[src/rtl/ptw_pkg.sv]
package ptw_pkg;

   typedef enum logic [2:0] {
      ST_IDLE,
      ST_RD1,
      ST_WT1,
      ST_RD2,
      ST_WT2,
      ST_RESP
   } walk_st_e;

   typedef enum logic [1:0] {
      FLT_NONE       = 2'd0,
      FLT_L1_ABSENT  = 2'd1,
      FLT_L2_INVALID = 2'd2,
      FLT_PROT       = 2'd3
   } fault_e;

   // flag positions inside table words
   localparam int L1_PRESENT_BIT = 0;
   localparam int L2_VALID_BIT   = 0;
   localparam int L2_RES_BIT     = 1;
   localparam int L2_RD_BIT      = 2;
   localparam int L2_WR_BIT      = 3;
   localparam int L2_FLAG_BITS   = 4;

endpackage

[src/rtl/ptw_root_reg.sv]
module ptw_root_reg #(
   parameter int MEM_AW = 30
) (
   input  logic              clk,
   input  logic              rst_n,
   input  logic              idle,
   input  logic              done,
   input  logic              wr_en,
   input  logic [MEM_AW-1:0] wr_data,
   output logic [MEM_AW-1:0] root
);

   logic              pend_q;
   logic [MEM_AW-1:0] pend_val_q;

   always_ff @(posedge clk) begin
      if (!rst_n) begin
         root       <= '0;
         pend_q     <= 1'b0;
         pend_val_q <= '0;
      end else if (idle) begin
         if (wr_en) root <= wr_data;
      end else if (done) begin
         if (wr_en)       root <= wr_data;
         else if (pend_q) root <= pend_val_q;
         pend_q <= 1'b0;
      end else if (wr_en) begin
         pend_q     <= 1'b1;
         pend_val_q <= wr_data;
      end
   end


   root_hold_chk: assert property (@(posedge clk) disable iff (!rst_n)
      (!idle && !done) |=> $stable(root));

endmodule

[src/rtl/ptw_l2_check.sv]
module ptw_l2_check
   import ptw_pkg::*;
#(
   parameter int DW         = 32,
   parameter int PPN_W      = 20,
   parameter int OFF_BITS   = 12,
   parameter bit CHECK_PROT = 1'b1
) (
   input  logic [DW-1:0]             entry,
   input  logic                      is_write,
   input  logic [OFF_BITS-1:0]       offset,
   output fault_e                    fault,
   output logic [PPN_W+OFF_BITS-1:0] pa
);

   localparam int RSV_LO = L2_FLAG_BITS;
   localparam int RSV_HI = DW - PPN_W - 1;

   logic [PPN_W-1:0] ppn;
   logic             prot_bad;
   logic             entry_bad;

   assign ppn       = entry[DW-1 -: PPN_W];
   assign entry_bad = !entry[L2_VALID_BIT] || !entry[L2_RES_BIT];

   generate
      if (CHECK_PROT) begin : g_prot
         assign prot_bad = is_write ? !entry[L2_WR_BIT] : !entry[L2_RD_BIT];
      end else begin : g_noprot
         wire unused_perm = entry[L2_WR_BIT] ^ entry[L2_RD_BIT] ^ is_write;
         assign prot_bad = 1'b0;
      end
      if (RSV_HI >= RSV_LO) begin : g_rsv
         wire unused_rsvd = ^entry[RSV_HI:RSV_LO];
      end
   endgenerate

   always_comb begin
      if (entry_bad)     fault = FLT_L2_INVALID;
      else if (prot_bad) fault = FLT_PROT;
      else               fault = FLT_NONE;
      pa = (fault == FLT_NONE) ? {ppn, offset} : '0;
   end

endmodule

[src/rtl/ptw_fsm.sv]
module ptw_fsm
   import ptw_pkg::*;
#(
   parameter int L1_BITS  = 10,
   parameter int L2_BITS  = 10,
   parameter int OFF_BITS = 12,
   parameter int DW       = 32,
   parameter int MEM_AW   = 30,
   parameter int PA_W     = 32
) (
   input  logic                              clk,
   input  logic                              rst_n,
   input  logic                              req_valid,
   input  logic [L1_BITS+L2_BITS+OFF_BITS-1:0] req_va,
   input  logic                              req_write,
   output logic                              req_ready,
   input  logic [MEM_AW-1:0]                 root,
   output logic                              mem_rd_en,
   output logic [MEM_AW-1:0]                 mem_rd_addr,
   input  logic                              mem_rd_valid,
   input  logic [DW-1:0]                     mem_rd_data,
   input  fault_e                            chk_fault,
   input  logic [PA_W-1:0]                   chk_pa,
   output logic                              walk_write,
   output logic [OFF_BITS-1:0]               walk_off,
   output logic                              idle,
   output logic                              done,
   output logic                              rsp_valid,
   output logic [PA_W-1:0]                   rsp_pa,
   output logic [1:0]                        rsp_fault
);

   localparam int VA_W  = L1_BITS + L2_BITS + OFF_BITS;
   localparam int L2_LO = OFF_BITS;
   localparam int L1_LO = OFF_BITS + L2_BITS;

   walk_st_e          st_q;
   logic [VA_W-1:0]   va_q;
   logic              wr_q;
   logic [MEM_AW-1:0] l2_base_q;
   fault_e            code_q;
   logic [PA_W-1:0]   pa_q;
   logic [1:0]        rd_cnt_q;

   logic [MEM_AW-1:0] l1_addr;
   logic [MEM_AW-1:0] l2_addr;

   assign l1_addr = root + MEM_AW'(va_q[VA_W-1:L1_LO]);
   assign l2_addr = l2_base_q + MEM_AW'(va_q[L1_LO-1:L2_LO]);

   assign idle        = (st_q == ST_IDLE);
   assign done        = (st_q == ST_RESP);
   assign req_ready   = idle;
   assign mem_rd_en   = (st_q == ST_RD1) || (st_q == ST_RD2);
   assign mem_rd_addr = (st_q == ST_RD2) ? l2_addr : l1_addr;
   assign walk_write  = wr_q;
   assign walk_off    = va_q[OFF_BITS-1:0];
   assign rsp_valid   = done;
   assign rsp_pa      = pa_q;
   assign rsp_fault   = code_q;

   always_ff @(posedge clk) begin
      if (!rst_n) begin
         st_q      <= ST_IDLE;
         va_q      <= '0;
         wr_q      <= 1'b0;
         l2_base_q <= '0;
         code_q    <= FLT_NONE;
         pa_q      <= '0;
         rd_cnt_q  <= '0;
      end else begin
         if (mem_rd_en) rd_cnt_q <= rd_cnt_q + 2'd1;
         unique case (st_q)
            ST_IDLE: begin
               rd_cnt_q <= '0;
               if (req_valid) begin
                  va_q <= req_va;
                  wr_q <= req_write;
                  st_q <= ST_RD1;
               end
            end
            ST_RD1: st_q <= ST_WT1;
            ST_WT1: if (mem_rd_valid) begin
               if (mem_rd_data[L1_PRESENT_BIT]) begin
                  l2_base_q <= MEM_AW'(mem_rd_data >> 1);
                  st_q      <= ST_RD2;
               end else begin
                  code_q <= FLT_L1_ABSENT;
                  pa_q   <= '0;
                  st_q   <= ST_RESP;
               end
            end
            ST_RD2: st_q <= ST_WT2;
            ST_WT2: if (mem_rd_valid) begin
               code_q <= chk_fault;
               pa_q   <= chk_pa;
               st_q   <= ST_RESP;
            end
            ST_RESP: st_q <= ST_IDLE;
            default: st_q <= ST_IDLE;
         endcase
      end
   end


   single_rd_chk: assert property (@(posedge clk) disable iff (!rst_n)
      mem_rd_en |=> !mem_rd_en);


   l1_one_read_chk: assert property (@(posedge clk) disable iff (!rst_n)
      (rsp_valid && rsp_fault == FLT_L1_ABSENT) |-> (rd_cnt_q == 2'd1));


   two_read_chk: assert property (@(posedge clk) disable iff (!rst_n)
      (rsp_valid && rsp_fault != FLT_L1_ABSENT) |-> (rd_cnt_q == 2'd2));


   fault_pa_zero_chk: assert property (@(posedge clk) disable iff (!rst_n)
      (rsp_valid && rsp_fault != FLT_NONE) |-> (rsp_pa == '0));


   rsp_pulse_chk: assert property (@(posedge clk) disable iff (!rst_n)
      rsp_valid |=> (!rsp_valid && req_ready));


   no_rd_idle_chk: assert property (@(posedge clk) disable iff (!rst_n)
      req_ready |-> !mem_rd_en);

endmodule

[src/rtl/pt_walker.sv]
module pt_walker
   import ptw_pkg::*;
#(
   parameter int L1_BITS    = 10,
   parameter int L2_BITS    = 10,
   parameter int OFF_BITS   = 12,
   parameter int DW         = 32,
   parameter int PPN_W      = 20,
   parameter int MEM_AW     = 30,
   parameter bit CHECK_PROT = 1'b1
) (
   input  logic                                clk,
   input  logic                                rst_n,
   input  logic                                req_valid,
   output logic                                req_ready,
   input  logic [L1_BITS+L2_BITS+OFF_BITS-1:0] req_va,
   input  logic                                req_write,
   output logic                                rsp_valid,
   output logic [PPN_W+OFF_BITS-1:0]           rsp_pa,
   output logic [1:0]                          rsp_fault,
   input  logic                                root_wr_en,
   input  logic [MEM_AW-1:0]                   root_wr_data,
   output logic                                mem_rd_en,
   output logic [MEM_AW-1:0]                   mem_rd_addr,
   input  logic                                mem_rd_valid,
   input  logic [DW-1:0]                       mem_rd_data
);

   localparam int PA_W = PPN_W + OFF_BITS;

   initial begin
      assert (L1_BITS >= 1 && L2_BITS >= 1 && OFF_BITS >= 1)
         else $error("index and offset fields must be non-empty");
      assert (DW - PPN_W >= L2_FLAG_BITS)
         else $error("page number overlaps the flag bits");
      assert (MEM_AW >= 1 && MEM_AW < DW)
         else $error("table pointer does not fit in a word");
   end

   logic [MEM_AW-1:0]   root;
   logic                idle;
   logic                done;
   logic                walk_write;
   logic [OFF_BITS-1:0] walk_off;
   fault_e              chk_fault;
   logic [PA_W-1:0]     chk_pa;

   ptw_root_reg #(.MEM_AW(MEM_AW)) u_root (
      .clk     (clk),
      .rst_n   (rst_n),
      .idle    (idle),
      .done    (done),
      .wr_en   (root_wr_en),
      .wr_data (root_wr_data),
      .root    (root)
   );

   ptw_l2_check #(
      .DW(DW), .PPN_W(PPN_W), .OFF_BITS(OFF_BITS), .CHECK_PROT(CHECK_PROT)
   ) u_chk (
      .entry    (mem_rd_data),
      .is_write (walk_write),
      .offset   (walk_off),
      .fault    (chk_fault),
      .pa       (chk_pa)
   );

   ptw_fsm #(
      .L1_BITS(L1_BITS), .L2_BITS(L2_BITS), .OFF_BITS(OFF_BITS),
      .DW(DW), .MEM_AW(MEM_AW), .PA_W(PA_W)
   ) u_fsm (
      .clk          (clk),
      .rst_n        (rst_n),
      .req_valid    (req_valid),
      .req_va       (req_va),
      .req_write    (req_write),
      .req_ready    (req_ready),
      .root         (root),
      .mem_rd_en    (mem_rd_en),
      .mem_rd_addr  (mem_rd_addr),
      .mem_rd_valid (mem_rd_valid),
      .mem_rd_data  (mem_rd_data),
      .chk_fault    (chk_fault),
      .chk_pa       (chk_pa),
      .walk_write   (walk_write),
      .walk_off     (walk_off),
      .idle         (idle),
      .done         (done),
      .rsp_valid    (rsp_valid),
      .rsp_pa       (rsp_pa),
      .rsp_fault    (rsp_fault)
   );

endmodule

[config.mk]
export PLATFORM = sky130hd
export DESIGN_NAME = pt_walker
export DESIGN_NICKNAME = d
export VERILOG_FILES = /design/src/rtl/ptw_pkg.sv /design/src/rtl/ptw_root_reg.sv /design/src/rtl/ptw_l2_check.sv /design/src/rtl/ptw_fsm.sv /design/src/rtl/pt_walker.sv
export SDC_FILE = /design/constraint.sdc
export NUM_CORES = 1
export LEC_CHECK = 0
export CELL_PAD_IN_SITES_DETAIL_PLACEMENT = 1
export CELL_PAD_IN_SITES_GLOBAL_PLACEMENT = 1
export CORE_MARGIN = 4
export CORE_UTILIZATION = 41
export DETAILED_ROUTE_END_ITERATION = 10
export PLACE_DENSITY = 0.93
export SLEW_MARGIN = 20
export SYNTH_ARGS = -nofsm -noshare
export SYNTH_HDL_FRONTEND = slang
export SYNTH_SLANG_ARGS = --single-unit
[constraint.sdc]
create_clock -name clk -period 5.8 [get_ports clk]
set_clock_uncertainty 0.15 [all_clocks]
set_input_delay 1.16 -clock clk [delete_from_list [all_inputs] [get_ports clk]]
set_output_delay 1.16 -clock clk [all_outputs]
set_load 0.02 [all_outputs]
==> impl_metrics.csv, run 1 <==
group,metric,value,unit
grt,grt_first_pass_wirelength,42.7,mm
floorplanning,initial_utilization,41.9,%
synth,synth_fp_nets,1123,
synth,yosys_warnings,0,
clock_tree,cts_tree,"done",
critical_path,regToRegEndpoint,"u_fsm.walk_write",
clock_tree,clock_latency,0.43,ns
power,power_frac_seq,41.0,%
synth,synth_xor_area_share,5.55,%
layout,antennaDiodeCount,0,
floorplanning,die-area,22300,um^2
floorplanning,io_pins,167,
timing,setup_viol,0,
timing,final.setup.tns,0,ns
timing,rsz0062_at_grt,"no",
clock_tree,clk_path_buf_depth,2,
critical_path,cp-endpoint,"mem_rd_addr[20]",
synth,synth_area_leaders,"dfxtp_1 39%, nand2_1 12%, a21boi_0 7.7%",
synth,netlist.area_leader.share,39.3,%
synth,synthCells,1001,
timing,hold_viol,0,
synth,ys_seq_elements,161,
floorplanning,rows,51,
synth,synthFlopType,"dfxtp_1",
run,cap_violations,0,
clock_tree,postCtsResizedCells,0,
critical_path,endpoint_kind,"primary output",
timing,whs,0.304,ns
layout,drive_gt1_share,6.02,%
timing,fin_crit,4.95,ns
routing,viasPerCell,5.54,
run_status,status,"finished, final reports clean",
clock_tree,cts.sinks,161,
power,comb_power_share,18.5,%
floorplanning,fp.dieW,149,um
clock_tree,cts_buffers,17,
timing,worst_pin_slew,0.964,ns
power,p_leak,4.11,nW
placement,dpl.hpwl,19.1,mm
floorplanning,coreArea,19600,um^2
synth,synth_area_leader_cell,"dfxtp_1",
grt,gr-total-overflow,0,
synth,synth_edf_count,0,
routing,first_pass_iters,4,
layout,nets,1255,
synth,syn_area,8210,um^2
critical_path,critPathRequiredTime,4.49,ns
synth,yosys.area_share.adder,3.54,%
routing,wl_per_cell,19.2,um
power,p_sw,0.877,mW
synth,ys_seq_area_share,39.3,%
timing,finalMaxSlewViolations,0,
grt,grt_pass1_vias,8207,
critical_path,worstPathMaxFanout,7,
power,p_int,2.11,mW
routing,drc_errors,0,
critical_path,arrival,3.64,ns
placement,gp_congestion,0.906,
grt,grt_max_degree,119,
hold_path,hold_path.class,"reg -> reg",
grt,antenna_found_initial,0,
synth,syn_avg_cell_area,8.20,um^2
critical_path,crit_start,"u_fsm.l2_base_q[0]",
layout,mostFrequentLayoutCells,"254 x nand2_1, 165 x clkdlybuf4s50_1, 161 x dfxtp_1, 84 x a21boi_0",
synth,ys_async_sr_fraction,0,%
timing,post-route-period-util,85.3,%
layout,final_common_cell,"nand2_1",
clock_tree,postCtsHoldBufs,0,
timing,relSlewSlack,35.7,%
floorplanning,dieHeight,149,um
critical_path,rr_startpoint,"u_fsm.st_q[2]",
routing,drt_iter0_markers,303,
power,clockPowerShare,40.5,%
power,peakVddDrop,0.000159,V
routing,wl,27.1,mm
routing,drtAntennaViolNets,0,
clock_tree,clkSlewWorstSetupHoldPaths,0.07,ns
layout,syn_to_final_growth,30.4,%
synth,synth_simple_gate_area_share,22.3,%
power,powerDensity,279,nW/um^2
synth,synth_compound_area_share,23.7,%
critical_path,critPathLaunchType,"flip-flop",
layout,fin_util,54.6,%
critical_path,path_class,"reg -> out",
grt,grt_usage,24.0,%
synth,synth_top_family_by_area,"compound AO/OA/AOI/OAI gates",
placement,port_buffers,166,
power,switching_share,29.3,%
critical_path,reg2reg_depth,6,
timing,fmax,202,MHz
routing,vias,7812,
critical_path,reg2reg_slack,2.95,ns
synth,synth_cell_type_count,56,
clock_tree,htree_levels,4,
synth,synth.area.mux_share,1.84,%
clock_tree,root_buffer,"clkbuf_16",
clock_tree,post_cts_buffers,0,
[critical path: stages, from the launching register on]
cell	delay (ns)
dfxtp_1	0.36
ha_1	0.23
fa_1	0.24
a21oi_1	0.13
o21a_1	0.22
o221ai_2	0.29
nor2b_1	0.49
nand4_1	0.19
xor2_1	0.17
o21ai_0	0.23
clkdlybuf4s50_1	0.66
[final cells by class]
class	instances	area, um^2
Inverter	12	45.0
Fill cell	2317	8890
Clock buffer	18	429
Sequential cell	161	3220
Tap cell	265	332
Clock inverter	14	195
Timing Repair Buffer	180	1780
Multi-Input combinational cell	761	4700
[Yosys cell counts (all sizes together) (2+ instances only)]
cell type / instances
o211a: 31
a22oi: 32
ha: 20
xor2: 24
fa: 2
inv: 11
clkbuf: 54
or2: 3
nor3b: 4
o22ai: 2
nor2b: 38
xnor2: 28
and3: 6
nand4: 8
nand2: 254
a21boi: 94
a211oi: 9
and2: 3
a21o: 9
nand3: 45
dfxtp: 161
nand2b: 2
and4: 2
o21ai: 47
or3: 2
mux2i: 14
nor3: 10
nor2: 20
a21oi: 32
buf: 13
o21bai: 4
o21a: 3
o211ai: 2
[state kept, by name, summed over array words and instances, names as in the netlist]
name	cells
u_fsm.rsp_pa	32
u_fsm.va_q	32
u_fsm.l2_base_q	30
u_root.pend_val_q	30
u_root.root	30
u_fsm.st_q	3
u_fsm.rsp_fault	2
u_fsm.walk_write	1
u_root.pend_q	1
[stage by stage]
stage               std cells  cell area (um^2)  setup slack, ns  power (mW)
floorplan                1001              8210             2.10        1.54
global placement         1378             10100             1.54        1.77
detailed placement       1379             10100             1.38        1.79
CTS                      1411             10700            0.824        3.01
global route             1411             10700            0.600        3.11
finish                   1411             10700            0.852        2.99
[layer usage]
metal / share of wire [%] / vias to the layer above / GRT usage (%)
li1: - / 3718 / -
met1: 42 / 3835 / 28.9
met2: 51 / 202 / 42.9
met3: 4.6 / 57 / 4.03
met4: 2.9 / 0 / 8.60
met5: 0 / - / 0
[power by group through the flow]
stage / sequential [mW] / combinational [mW] / clock (mW)
detailed placement: 1.25 / 0.546 / 0
global placement: 1.24 / 0.527 / 0
global route: 1.23 / 0.600 / 1.28
finish: 1.22 / 0.552 / 1.21
CTS: 1.22 / 0.555 / 1.23
floorplan: 1.23 / 0.308 / 0
[cell families after synthesis]
kind of cell | after synthesis
multiplexers | 15
buffers and inverters | 79
adder cells (fa/ha/maj) | 22
XOR/XNOR | 52
AO/OA/AOI/OAI | 272
AND/OR/NAND/NOR | 400
flip-flops | 161
[how the worst min path moves through the flow]
stage                             from                  to  slack, ns  cells past startpoint
detailed placement  u_fsm.rsp_fault[0]  u_fsm.rsp_fault[0]       0.30                      2
global placement    u_fsm.rsp_fault[0]  u_fsm.rsp_fault[0]       0.28                      2
floorplan                u_fsm.va_q[1]       u_fsm.va_q[1]       0.28                      2
finish              u_fsm.rsp_fault[0]  u_fsm.rsp_fault[0]       0.30                      2
CTS                 u_fsm.rsp_fault[0]  u_fsm.rsp_fault[0]       0.31                      2
global route        u_fsm.rsp_fault[0]  u_fsm.rsp_fault[0]       0.34                      2
No activity file was read; power rests on OpenSTA's default activity.
==> run 2, diff against run 1 <==
--- a/config.mk
+++ b/config.mk
@@ -8,9 +8,9 @@
 export CELL_PAD_IN_SITES_DETAIL_PLACEMENT = 1
 export CELL_PAD_IN_SITES_GLOBAL_PLACEMENT = 1
 export CORE_MARGIN = 4
-export CORE_UTILIZATION = 41
+export CORE_UTILIZATION = 30
 export DETAILED_ROUTE_END_ITERATION = 10
-export PLACE_DENSITY = 0.93
+export PLACE_DENSITY = 0.73
 export SLEW_MARGIN = 20
 export SYNTH_ARGS = -nofsm -noshare
 export SYNTH_HDL_FRONTEND = slang
==> constraint.sdc (replaced) <==
create_clock -name clk -period 6.4 [get_ports clk]
set_clock_uncertainty 0.15 [all_clocks]
set_input_delay 1.28 -clock clk [delete_from_list [all_inputs] [get_ports clk]]
set_output_delay 1.28 -clock clk [all_outputs]
set_load 0.02 [all_outputs]
==> run 2 against run 1 <==
  * Final area up 0.70%
  * Utilization down 15 points
  * Count of clock-buffer cells in the layout is 1 lower
  * Clock power fell by 9.9%
  * Largest power group unchanged
  * First-iteration DRC count is 26% higher
  * Register-to-register slack better by 0.61 ns
  * Non-clock buffer count down 1
  * Critical path depth unchanged
  * Power decreased by 9.9%
  * Highest routed layer is now met5
==> impl_metrics.csv, run 2 (same netlist as run 1, synthesis figures left out) <==
group,metric,value,unit
clock_tree,post_cts_buffers,0,
grt,grt_pass1_vias,7811,
power,p_leak,4.10,nW
layout,drive_gt1_share,6.03,%
timing,finalMaxSlewViolations,0,
critical_path,critPathRequiredTime,4.97,ns
power,p_sw,0.813,mW
clock_tree,postCtsHoldBufs,0,
routing,drtAntennaViolNets,0,
critical_path,path_class,"reg -> out",
routing,drt_iter0_markers,383,
routing,viasPerCell,5.06,
hold_path,whs_path_depth,2,
grt,gr-total-overflow,0,
grt,met1_usage,22.0,%
clock_tree,cts_buffers,17,
power,powerDensity,250,nW/um^2
hold_path,hold_start,"u_fsm.va_q[3]",
critical_path,endpoint_kind,"primary output",
clock_tree,root_buffer,"clkbuf_16",
grt,grt_usage,17.1,%
placement,gp_congestion,0.803,
power,comb_power_share,18.4,%
routing,first_pass_iters,4,
hold_path,hold_path.class,"reg -> reg",
grt,grt_util_met3,3.27,%
floorplanning,die-area,30100,um^2
timing,post-route-period-util,79.1,%
layout,mostFrequentLayoutCells,"254 x nand2_1, 165 x clkdlybuf4s50_1, 161 x dfxtp_1, 84 x a21boi_0",
grt,grt_max_degree,96,
power,power_frac_seq,41.1,%
critical_path,arrival,3.63,ns
floorplanning,fp.dieW,173,um
placement,dpl.hpwl,18.9,mm
critical_path,regToRegEndpoint,"u_fsm.va_q[17]",
floorplanning,initial_utilization,30.5,%
timing,hold_viol,0,
clock_tree,cts_tree,"done",
critical_path,critPathLaunchType,"flip-flop",
routing,wl,26.2,mm
placement,port_buffers,166,
timing,setup_viol,0,
timing,rsz0062_at_grt,"no",
critical_path,reg2reg_slack,3.56,ns
timing,fin_crit,5.06,ns
clock_tree,clk_path_buf_depth,2,
routing,drc_errors,0,
floorplanning,io_pins,167,
power,p_int,1.88,mW
floorplanning,coreArea,27000,um^2
clock_tree,cts.sinks,161,
critical_path,rr_startpoint,"u_fsm.st_q[2]",
power,switching_share,30.2,%
clock_tree,clkSlewWorstSetupHoldPaths,0.08,ns
routing,wl_per_cell,17.6,um
layout,fin_cells,1486,
timing,worst_pin_slew,0.868,ns
power,peakVddDrop,0.000190,V
floorplanning,dieHeight,173,um
clock_tree,postCtsResizedCells,0,
layout,syn_to_final_growth,31.3,%
run_status,status,"finished, final reports clean",
grt,busiest_layer,"met2",
critical_path,worstPathMaxFanout,7,
clock_tree,htree_levels,4,
timing,fmax,198,MHz
grt,met2_usage,29.7,%
grt,antenna_found_initial,1,
placement,dp_cells,1454,
layout,nets,1254,
clock_tree,clock_latency,0.43,ns
floorplanning,rows,60,
timing,relSlewSlack,42.1,%
critical_path,reg2reg_depth,6,
hold_path,hold-path-endpoint,"u_fsm.va_q[3]",
layout,antennaDiodeCount,0,
power,clockPowerShare,40.6,%
layout,final_common_cell,"nand2_1",
run,cap_violations,0,
timing,final.setup.tns,0,ns
routing,vias,7513,
grt,grt_first_pass_wirelength,42.1,mm
## run 2: area by class of cell
class,count,area [um^2]
Clock inverter,15,206
Sequential cell,161,3220
Clock buffer,17,425
Timing Repair Buffer,179,1760
Multi-Input combinational cell,761,4700
Fill cell,3156,16200
Inverter,12,45.0
Tap cell,341,427
## run 2: worst max-delay path by stage
stage | from | end | slack (ns) | depth (start not counted)
6_report | u_root.root[0] | mem_rd_addr[28] | 1.34 | 10
4_1_cts | u_fsm.l2_base_q[0] | mem_rd_addr[20] | 1.33 | 10
3_3_place_gp | u_root.root[0] | mem_rd_addr[22] | 1.86 | 10
3_5_place_dp | u_fsm.l2_base_q[0] | mem_rd_addr[20] | 1.82 | 10
5_1_grt | u_fsm.l2_base_q[0] | mem_rd_addr[20] | 1.06 | 10
2_1_floorplan | u_root.root[0] | mem_rd_addr[28] | 2.58 | 9
## run 2: power by group through the flow
| stage | registers, mW | clock network [mW] | logic (mW) |
|---|---|---|---|
| after floorplan | 1.11 | 0 | 0.279 |
| after global placement | 1.13 | 0 | 0.491 |
| after detailed placement | 1.13 | 0 | 0.496 |
| after CTS | 1.10 | 1.12 | 0.500 |
| after global routing | 1.11 | 1.16 | 0.541 |
| final | 1.10 | 1.09 | 0.494 |
## run 2: critical path, cell delays in order, from the launching register on
cell	delay, ns
dfxtp_1	0.32
ha_1	0.22
fa_1	0.44
a211oi_2	0.32
o211a_1	0.20
o31a_1	0.38
or2_4	0.26
nor2_4	0.05
xnor2_1	0.12
mux2i_1	0.22
clkdlybuf4s50_1	0.65
## run 2: layer usage
| metal | part of all wire [%] | vias to the layer above |
|---|---|---|
| met1 | 47 | 3646 |
| met5 | 0.050 | - |
| met3 | 3.1 | 26 |
| li1 | - | 3715 |
| met2 | 49 | 124 |
| met4 | 1.3 | 2 |
## run 2: per-stage QoR
stage               power (mW)  worst slack (ns)  cell area (um^2)  utilization, %  hold WS (ns)
detailed placement        1.62              1.82             10100            37.7         0.297
global placement          1.62              1.86             10100            37.7         0.281
global route              2.81              1.06             10800            40.0         0.341
CTS                       2.73              1.33             10800            40.0         0.307
finish                    2.69              1.34             10800            40.0         0.305
floorplan                 1.39              2.58              8210               -         0.285
